<file path="config.mk">
export PLATFORM = sky130hd
export DESIGN_NAME = ivt_timer
export DESIGN_NICKNAME = d
export VERILOG_FILES = /design/src/rtl/ivt_pkg.sv /design/src/rtl/ivt_count_core.sv /design/src/rtl/ivt_chan_regs.sv /design/src/rtl/ivt_timer.sv
export SDC_FILE = /design/constraint.sdc
export NUM_CORES = 1
export LEC_CHECK = 0
export ABC_CLOCK_PERIOD_IN_PS = 17600
export BUFFER_PORTS_ARGS = -buffer_cell sky130_fd_sc_hd__buf_2
export CAP_MARGIN = 15
export CORE_ASPECT_RATIO = 0.7
export CORE_MARGIN = 5
export CORE_UTILIZATION = 70
export DETAILED_ROUTE_END_ITERATION = 7
export PLACE_DENSITY = 0.87
export RECOVER_POWER = 100
export SLEW_MARGIN = 10
export SYNTH_ARGS = -nofsm -noshare
export SYNTH_HDL_FRONTEND = slang
export SYNTH_SLANG_ARGS = --single-unit
</file>
<file path="constraint.sdc">
create_clock -name clk -period 17.6 [get_ports clk]
set_input_delay 3.52 -clock clk [delete_from_list [all_inputs] [get_ports clk]]
set_output_delay 3.52 -clock clk [all_outputs]
set_load 0.005 [all_outputs]
</file>
<file path="src/rtl/ivt_pkg.sv">
package ivt_pkg;
  typedef enum logic [1:0] {
    ACC_LATCH = 2'b00,
    ACC_LO    = 2'b01,
    ACC_HI    = 2'b10,
    ACC_PAIR  = 2'b11
  } acc_e;

  localparam logic [1:0] SEL_STATUS = 2'b11;
  localparam logic [1:0] ADDR_CTL   = 2'b11;
  localparam logic [2:0] RST_MODE   = 3'd3;
endpackage

</file>
<file path="src/rtl/ivt_count_core.sv">
module ivt_count_core #(
  parameter int CW = 16
) (
  input  logic          clk,
  input  logic          rst_n,
  input  logic          adv_en,
  input  logic          restart,
  input  logic [2:0]    mode,
  input  logic [CW-1:0] reload,
  output logic          out,
  output logic          edge_next,
  output logic [CW-1:0] remain
);
  localparam int EW = CW + 1;
  localparam logic [EW-1:0] FULL = EW'(1) << CW;

  logic [EW-1:0] el_q, el_d, el_inc, el_step, cnt, half;
  logic          run_q, run_d;
  logic [2:0]    m;
  logic          periodic;

  function automatic logic lvl(input logic [2:0] mm, input logic [EW-1:0] e,
                               input logic st, input logic [EW-1:0] c,
                               input logic [EW-1:0] h);
    case (mm)
      3'd2:       lvl = st && (e == '0);
      3'd3:       lvl = (e < h);
      3'd4, 3'd5: lvl = (e == c);
      default:    lvl = (e >= c);
    endcase
  endfunction

  always_comb begin
    m        = (mode > 3'd5) ? 3'd0 : mode;
    cnt      = (reload == '0) ? FULL : {1'b0, reload};
    half     = (cnt + EW'(1)) >> 1;
    periodic = (m == 3'd2) || (m == 3'd3);
    el_inc   = el_q + EW'(1);
    if (periodic) el_step = (el_inc == cnt) ? '0 : el_inc;
    else          el_step = (el_q > cnt) ? el_q : el_inc;

    el_d  = el_q;
    run_d = run_q;
    if (restart) begin
      el_d  = '0;
      run_d = 1'b0;
    end else if (adv_en) begin
      el_d  = el_step;
      run_d = 1'b1;
    end

    out       = lvl(m, el_q, run_q, cnt, half);
    edge_next = (lvl(m, el_step, 1'b1, cnt, half) != out);
    remain    = CW'(cnt - el_q);
  end

  always_ff @(posedge clk or negedge rst_n) begin
    if (!rst_n) begin
      el_q  <= '0;
      run_q <= 1'b0;
    end else begin
      el_q  <= el_d;
      run_q <= run_d;
    end
  end
endmodule

</file>
<file path="src/rtl/ivt_chan_regs.sv">
module ivt_chan_regs import ivt_pkg::*; #(
  parameter int BW = 8,
  localparam int CW = 2 * BW
) (
  input  logic          clk,
  input  logic          rst_n,
  input  logic          ctl_wr,
  input  logic [1:0]    ctl_acc,
  input  logic [2:0]    ctl_mode,
  input  logic          ctl_bcd,
  input  logic          cnt_lat,
  input  logic          st_lat,
  input  logic          dat_wr,
  input  logic          dat_rd,
  input  logic [BW-1:0] wdata,
  input  logic          out_lvl,
  input  logic [CW-1:0] remain,
  output logic [2:0]    mode,
  output logic [CW-1:0] reload,
  output logic          restart,
  output logic [BW-1:0] rdata
);
  acc_e          acc_q, acc_d;
  logic [2:0]    mode_q, mode_d;
  logic          bcd_q, bcd_d;
  logic [CW-1:0] reload_q, reload_d, lat_q, lat_d, src;
  logic [BW-1:0] hold_q, hold_d, stat_q, stat_d, stat_now, pick;
  logic          wseq_q, wseq_d, rseq_q, rseq_d;
  logic          clat_q, clat_d, slat_q, slat_d;
  logic          hi_sel, last;

  always_comb begin
    stat_now = BW'({out_lvl, 1'b0, acc_q, mode_q, bcd_q});
    src      = clat_q ? lat_q : remain;
    hi_sel   = (acc_q == ACC_HI) || ((acc_q == ACC_PAIR) && rseq_q);
    last     = (acc_q != ACC_PAIR) || rseq_q;
    pick     = hi_sel ? src[CW-1:BW] : src[BW-1:0];
    rdata    = slat_q ? stat_q : pick;

    acc_d = acc_q;  mode_d = mode_q;  bcd_d = bcd_q;  reload_d = reload_q;
    hold_d = hold_q;  stat_d = stat_q;  lat_d = lat_q;
    wseq_d = wseq_q;  rseq_d = rseq_q;  clat_d = clat_q;  slat_d = slat_q;
    restart = 1'b0;

    if (ctl_wr) begin
      acc_d   = acc_e'(ctl_acc);
      mode_d  = ctl_mode;
      bcd_d   = ctl_bcd;
      wseq_d  = 1'b0;
      rseq_d  = 1'b0;
      clat_d  = 1'b0;
      restart = 1'b1;
    end else if (cnt_lat) begin
      if (!clat_q) begin
        lat_d  = remain;
        clat_d = 1'b1;
        rseq_d = 1'b0;
      end
    end else if (st_lat) begin
      if (!slat_q) begin
        stat_d = stat_now;
        slat_d = 1'b1;
      end
    end else if (dat_wr) begin
      case (acc_q)
        ACC_LO: begin
          reload_d = {{BW{1'b0}}, wdata};
          restart  = 1'b1;
        end
        ACC_HI: begin
          reload_d = {wdata, {BW{1'b0}}};
          restart  = 1'b1;
        end
        ACC_PAIR: begin
          if (!wseq_q) begin
            hold_d = wdata;
            wseq_d = 1'b1;
          end else begin
            reload_d = {wdata, hold_q};
            wseq_d   = 1'b0;
            restart  = 1'b1;
          end
        end
        default: ;
      endcase
    end else if (dat_rd) begin
      if (slat_q) begin
        slat_d = 1'b0;
      end else begin
        if (acc_q == ACC_PAIR) rseq_d = !rseq_q;
        if (last) clat_d = 1'b0;
      end
    end
  end

  always_ff @(posedge clk or negedge rst_n) begin
    if (!rst_n) begin
      acc_q    <= ACC_PAIR;
      mode_q   <= RST_MODE;
      bcd_q    <= 1'b0;
      reload_q <= '0;
      hold_q   <= '0;
      stat_q   <= '0;
      lat_q    <= '0;
      wseq_q   <= 1'b0;
      rseq_q   <= 1'b0;
      clat_q   <= 1'b0;
      slat_q   <= 1'b0;
    end else begin
      acc_q    <= acc_d;
      mode_q   <= mode_d;
      bcd_q    <= bcd_d;
      reload_q <= reload_d;
      hold_q   <= hold_d;
      stat_q   <= stat_d;
      lat_q    <= lat_d;
      wseq_q   <= wseq_d;
      rseq_q   <= rseq_d;
      clat_q   <= clat_d;
      slat_q   <= slat_d;
    end
  end

  assign mode   = mode_q;
  assign reload = reload_q;
endmodule

</file>
<file path="src/rtl/ivt_timer.sv">
module ivt_timer import ivt_pkg::*; #(
  parameter int N_CH = 3,
  parameter int BW   = 8
) (
  input  logic            clk,
  input  logic            rst_n,
  input  logic            tick,
  input  logic [N_CH-1:0] gate,
  input  logic            wr_en,
  input  logic            rd_en,
  input  logic [1:0]      addr,
  input  logic [BW-1:0]   wdata,
  output logic [BW-1:0]   rdata,
  output logic [N_CH-1:0] tout,
  output logic [N_CH-1:0] edge_soon
);
  localparam int CW = 2 * BW;

  logic       ctl_hit;
  logic [1:0] sel;
  acc_e       wacc;
  logic [BW-1:0] rd_bus [N_CH];

  assign ctl_hit = wr_en && (addr == ADDR_CTL);
  assign sel     = wdata[7:6];
  assign wacc    = acc_e'(wdata[5:4]);

  for (genvar i = 0; i < N_CH; i++) begin : g_ch
    logic          ctl_wr_i, cnt_lat_i, st_lat_i, dat_wr_i, dat_rd_i;
    logic          restart_i, out_i, edge_i;
    logic [2:0]    mode_i;
    logic [CW-1:0] reload_i, remain_i;
    logic [BW-1:0] rd_i;

    assign ctl_wr_i  = ctl_hit && (sel == 2'(i)) && (wacc != ACC_LATCH);
    assign cnt_lat_i = ctl_hit && (sel == 2'(i)) && (wacc == ACC_LATCH);
    assign st_lat_i  = ctl_hit && (sel == SEL_STATUS) && wdata[i];
    assign dat_wr_i  = wr_en && (addr == 2'(i));
    assign dat_rd_i  = rd_en && (addr == 2'(i));

    ivt_chan_regs #(.BW(BW)) u_regs (
      .clk      (clk),
      .rst_n    (rst_n),
      .ctl_wr   (ctl_wr_i),
      .ctl_acc  (wdata[5:4]),
      .ctl_mode (wdata[3:1]),
      .ctl_bcd  (wdata[0]),
      .cnt_lat  (cnt_lat_i),
      .st_lat   (st_lat_i),
      .dat_wr   (dat_wr_i),
      .dat_rd   (dat_rd_i),
      .wdata    (wdata),
      .out_lvl  (out_i),
      .remain   (remain_i),
      .mode     (mode_i),
      .reload   (reload_i),
      .restart  (restart_i),
      .rdata    (rd_i)
    );

    ivt_count_core #(.CW(CW)) u_core (
      .clk       (clk),
      .rst_n     (rst_n),
      .adv_en    (tick && gate[i]),
      .restart   (restart_i),
      .mode      (mode_i),
      .reload    (reload_i),
      .out       (out_i),
      .edge_next (edge_i),
      .remain    (remain_i)
    );

    assign rd_bus[i]    = rd_i;
    assign tout[i]      = out_i;
    assign edge_soon[i] = edge_i;
  end

  always_comb begin
    rdata = '0;
    for (int k = 0; k < N_CH; k++) begin
      if (addr == 2'(k)) rdata = rd_bus[k];
    end
  end
endmodule

</file>
==> impl_metrics.ini <==
[placed_design]
dp.cells = 3011
dpl.hpwl_um = 61000
place.port_buffers = 31
gp_congestion = 1.15

[pwr]
power.density_nw_per_um2 = 164
max-vdd-ir-drop_v = 0.000142
leakage_nw = 10.2

[final_layout]
fin_cells = 3058
drive_gt1_frac = 0.0705
fillers = 2317
mostFrequentLayoutCell = nand2_1
syn2layout_area_growth_pct = 3.29
nets = 2910
final_cell_mix = nand2_1 (346), ha_1 (270), dfrtp_1 (213)

[drt]
dr_total_vias = 22300
drt_iter0_markers = 3618
drc = 2
viasPerCell = 7.29
drt-pass1-iter-count = 8
drt-total-wl_um = 79800
routedWlPerCell_um = 26.1
ant_nets = 0

[synthesis]
syn_avg_cell_area_um2 = 8.12
synthesis.area_um2 = 22300
ys_seq_elements = 225
synth_fa_ha_area_frac = 0.154
synth-edff-count = 0
synth_top_family_by_area = simple AND/OR/NAND/NOR gates
yosysSeqAreaShare = 0.254
synthCells = 2742
synthArstFlopShare = 1.00
syn_nets = 3033
synth_compound_area_frac = 0.208
synth.yosys.warnings = 0
synthMuxAreaShare = 0.0448
yosys.area_share.simple = 0.217
ys_top_cells_by_area = dfrtp_1 (24%), ha_1 (15%), nand2_1 (5.8%)
synth_top_area_share = 0.239
yosysUniqueCellTypes = 94
synth_xor_area_frac = 0.0614
yosysTopAreaCell = dfrtp_1
synth-main-ff-cell = dfrtp_1

[sta]
finalSetupViolCount = 0
final_hold_viol_count = 0
worstMarginPinSlew_ns = 4.53
timing.final.crit_period_ns = 11.34
fmax_mhz = 88.2
clock_skew_ns = 0.00989
grt_setup_unrepaired = false
finalCritPeriodShare = 0.645
fin_setup_tns_ns = 0
slew_headroom = -2.02
finalMaxSlewViolations = 282

[worst_setup_path]
crit_path_max_fanout = 7
r2r-start = g_ch[0].u_regs.reload[1]$_DFFE_PN0P_
r2r_setup_slack_ns = 11.93
cp_common_cell = ha_1
worst-endpoint-arrival_ns = 7.82
critPathKind = reg -> out
cp_data_required_time_ns = 14.08
rr_worst_depth = 17
critPathLaunchType = flop
reg2reg_to = g_ch[0].u_regs.stat_q[7]$_DFFE_PN0P_
cp_slowest_cell = nor4b_1
critical_path.max_stage_delay_ns = 0.84
cp-end-kind = output port

[floorplanning]
die_width_um = 223
die_h_um = 159
coreArea_um2 = 31300
initial_utilization = 0.712
die_area_um2 = 35500
ioPinCount = 32
rows = 54

[cts]
clockRootBuffer = clkbuf_16
clock-sinks = 225
clk_pin_slew_ns = 0.06
cts_buffers = 24
cts-hold-fix-buffers = 0
tritoncts = yes
post-cts-setup-buffers = 0
clkLatencyLatePin_ns = 0.56
htree_levels = 1
clockBufferDepth = 3
cts_resized = 0

[hold_path]
hold_start = g_ch[2].u_regs.lat_q[7]$_DFFE_PN0P_
min_delay_path_depth = 2
hp-class = reg -> reg
min_to = g_ch[2].u_regs.lat_q[7]$_DFFE_PN0P_

[grt]
grt_pass1_wl_um = 122000
grt.overflow.total = 0
antenna_found_initial = 3
grt_usage = 0.428
grt_max_degree = 77
grt_pass1_vias = 20800

[status]
status = finished with violations
violations = design-rule violations, max-capacitance violations, max-slew violations

[run]
drv_cap = 5
## routing by layer
| layer | wire length, um | up-vias | track usage |
|---|---|---|---|
| li1 | - | 9606 | - |
| met1 | 32200 | 10600 | 0.619 |
| met2 | 29900 | 1849 | 0.558 |
| met3 | 14900 | 268 | 0.224 |
| met4 | 2720 | 4 | 0.104 |
| met5 | 127 | - | 0.0269 |
## stage by stage
| stage | hold WS, ns | total power, W | worst slack, ns | instance area (um^2) | utilization |
|---|---|---|---|---|---|
| after floorplan | 0.445 | 0.00243 | 8.78 | 22300 | - |
| after global placement | 0.455 | 0.00299 | 7.44 | 22300 | 0.712 |
| after detailed placement | 0.466 | 0.00309 | 7.33 | 22300 | 0.712 |
| after CTS | 0.480 | 0.00365 | 6.70 | 23100 | 0.738 |
| after global routing | 0.492 | 0.00397 | 6.07 | 23000 | 0.735 |
| final | 0.479 | 0.00378 | 6.26 | 23000 | 0.735 |
## cells by family after synthesis
kind of cell	count (synthesis)
AOI/OAI and AO/OA	709
xor gates and xnor gates	156
adders and majority gates	273
buffers and inverters	341
DFF	225
muxes	85
and+or+nand+nor	953
## synthesized netlist by cell type, drive strengths merged (19+ instances only)
cell	n
nor2	159
o21ai	170
o211ai	27
ha	270
nand2	346
a211oi	33
clkbuf	154
mux2	65
or3	23
a21o	68
a31oi	19
nor4	38
dfrtp	213
xor2	39
nor3	65
nor2b	30
a221oi	31
inv	147
o31ai	20
nand2b	23
and3	25
xnor2	117
nand4	60
buf	38
a21oi	195
o21a	21
nand3	91
## how the worst max path moves through the flow
stage,depth (start not counted),startpoint,endpoint
after floorplan,25,g_ch[2].u_regs.reload[1]$_DFFE_PN0P_,edge_soon[2]
after global placement,25,g_ch[2].u_regs.reload[1]$_DFFE_PN0P_,edge_soon[2]
after detailed placement,23,g_ch[2].u_regs.reload[1]$_DFFE_PN0P_,edge_soon[2]
after CTS,23,g_ch[2].u_regs.reload[1]$_DFFE_PN0P_,edge_soon[2]
after global routing,25,g_ch[0].u_regs.reload[1]$_DFFE_PN0P_,edge_soon[0]
final,25,g_ch[0].u_regs.reload[1]$_DFFE_PN0P_,edge_soon[0]
## where the power goes
| part | switching (W) | leakage, nW | internal, W | total (W) |
|---|---|---|---|---|
| combinational | 0.00145 | 6.98 | 0.000868 | 0.00232 |
| sequential | 0.000262 | 2.87 | 0.000667 | 0.000929 |
| clock | 0.000236 | 0.388 | 0.000302 | 0.000537 |
| total | 0.00195 | 10.2 | 0.00184 | 0.00378 |
## flip-flops by register name, indices dropped and copies added, names as in the netlist, 6 cells and up
register,count
g_ch.u_regs.hold_q,24
g_ch.u_regs.mode,9
g_ch.u_regs.acc_q,6
g_ch.u_regs.lat_q,48
g_ch.u_regs.reload,48
g_ch.u_regs.stat_q,21
g_ch.u_core.el_q,51
## worst max-delay path: cells and delay by family (launching register included)
kind	cells	cell delay, ns
flops	1	0.47
compound gates	7	1.18
fa+ha+maj	3	0.85
buf+inv	3	0.43
simple gates	12	4.32
## final cells by class
type / instances / area (um^2) / share of cell area
Clock inverter: 8 / 83.8 / 0.00364
Inverter: 149 / 559 / 0.0243
Antenna cell: 1 / 2.50 / 0.000109
Sequential cell: 225 / 5650 / 0.245
Clock buffer: 36 / 727 / 0.0316
Tap cell: 420 / 526 / 0.0228
Multi-Input combinational cell: 2176 / 15300 / 0.663
Timing Repair Buffer: 43 / 199 / 0.00865
Power figures use the tool's default switching activity.
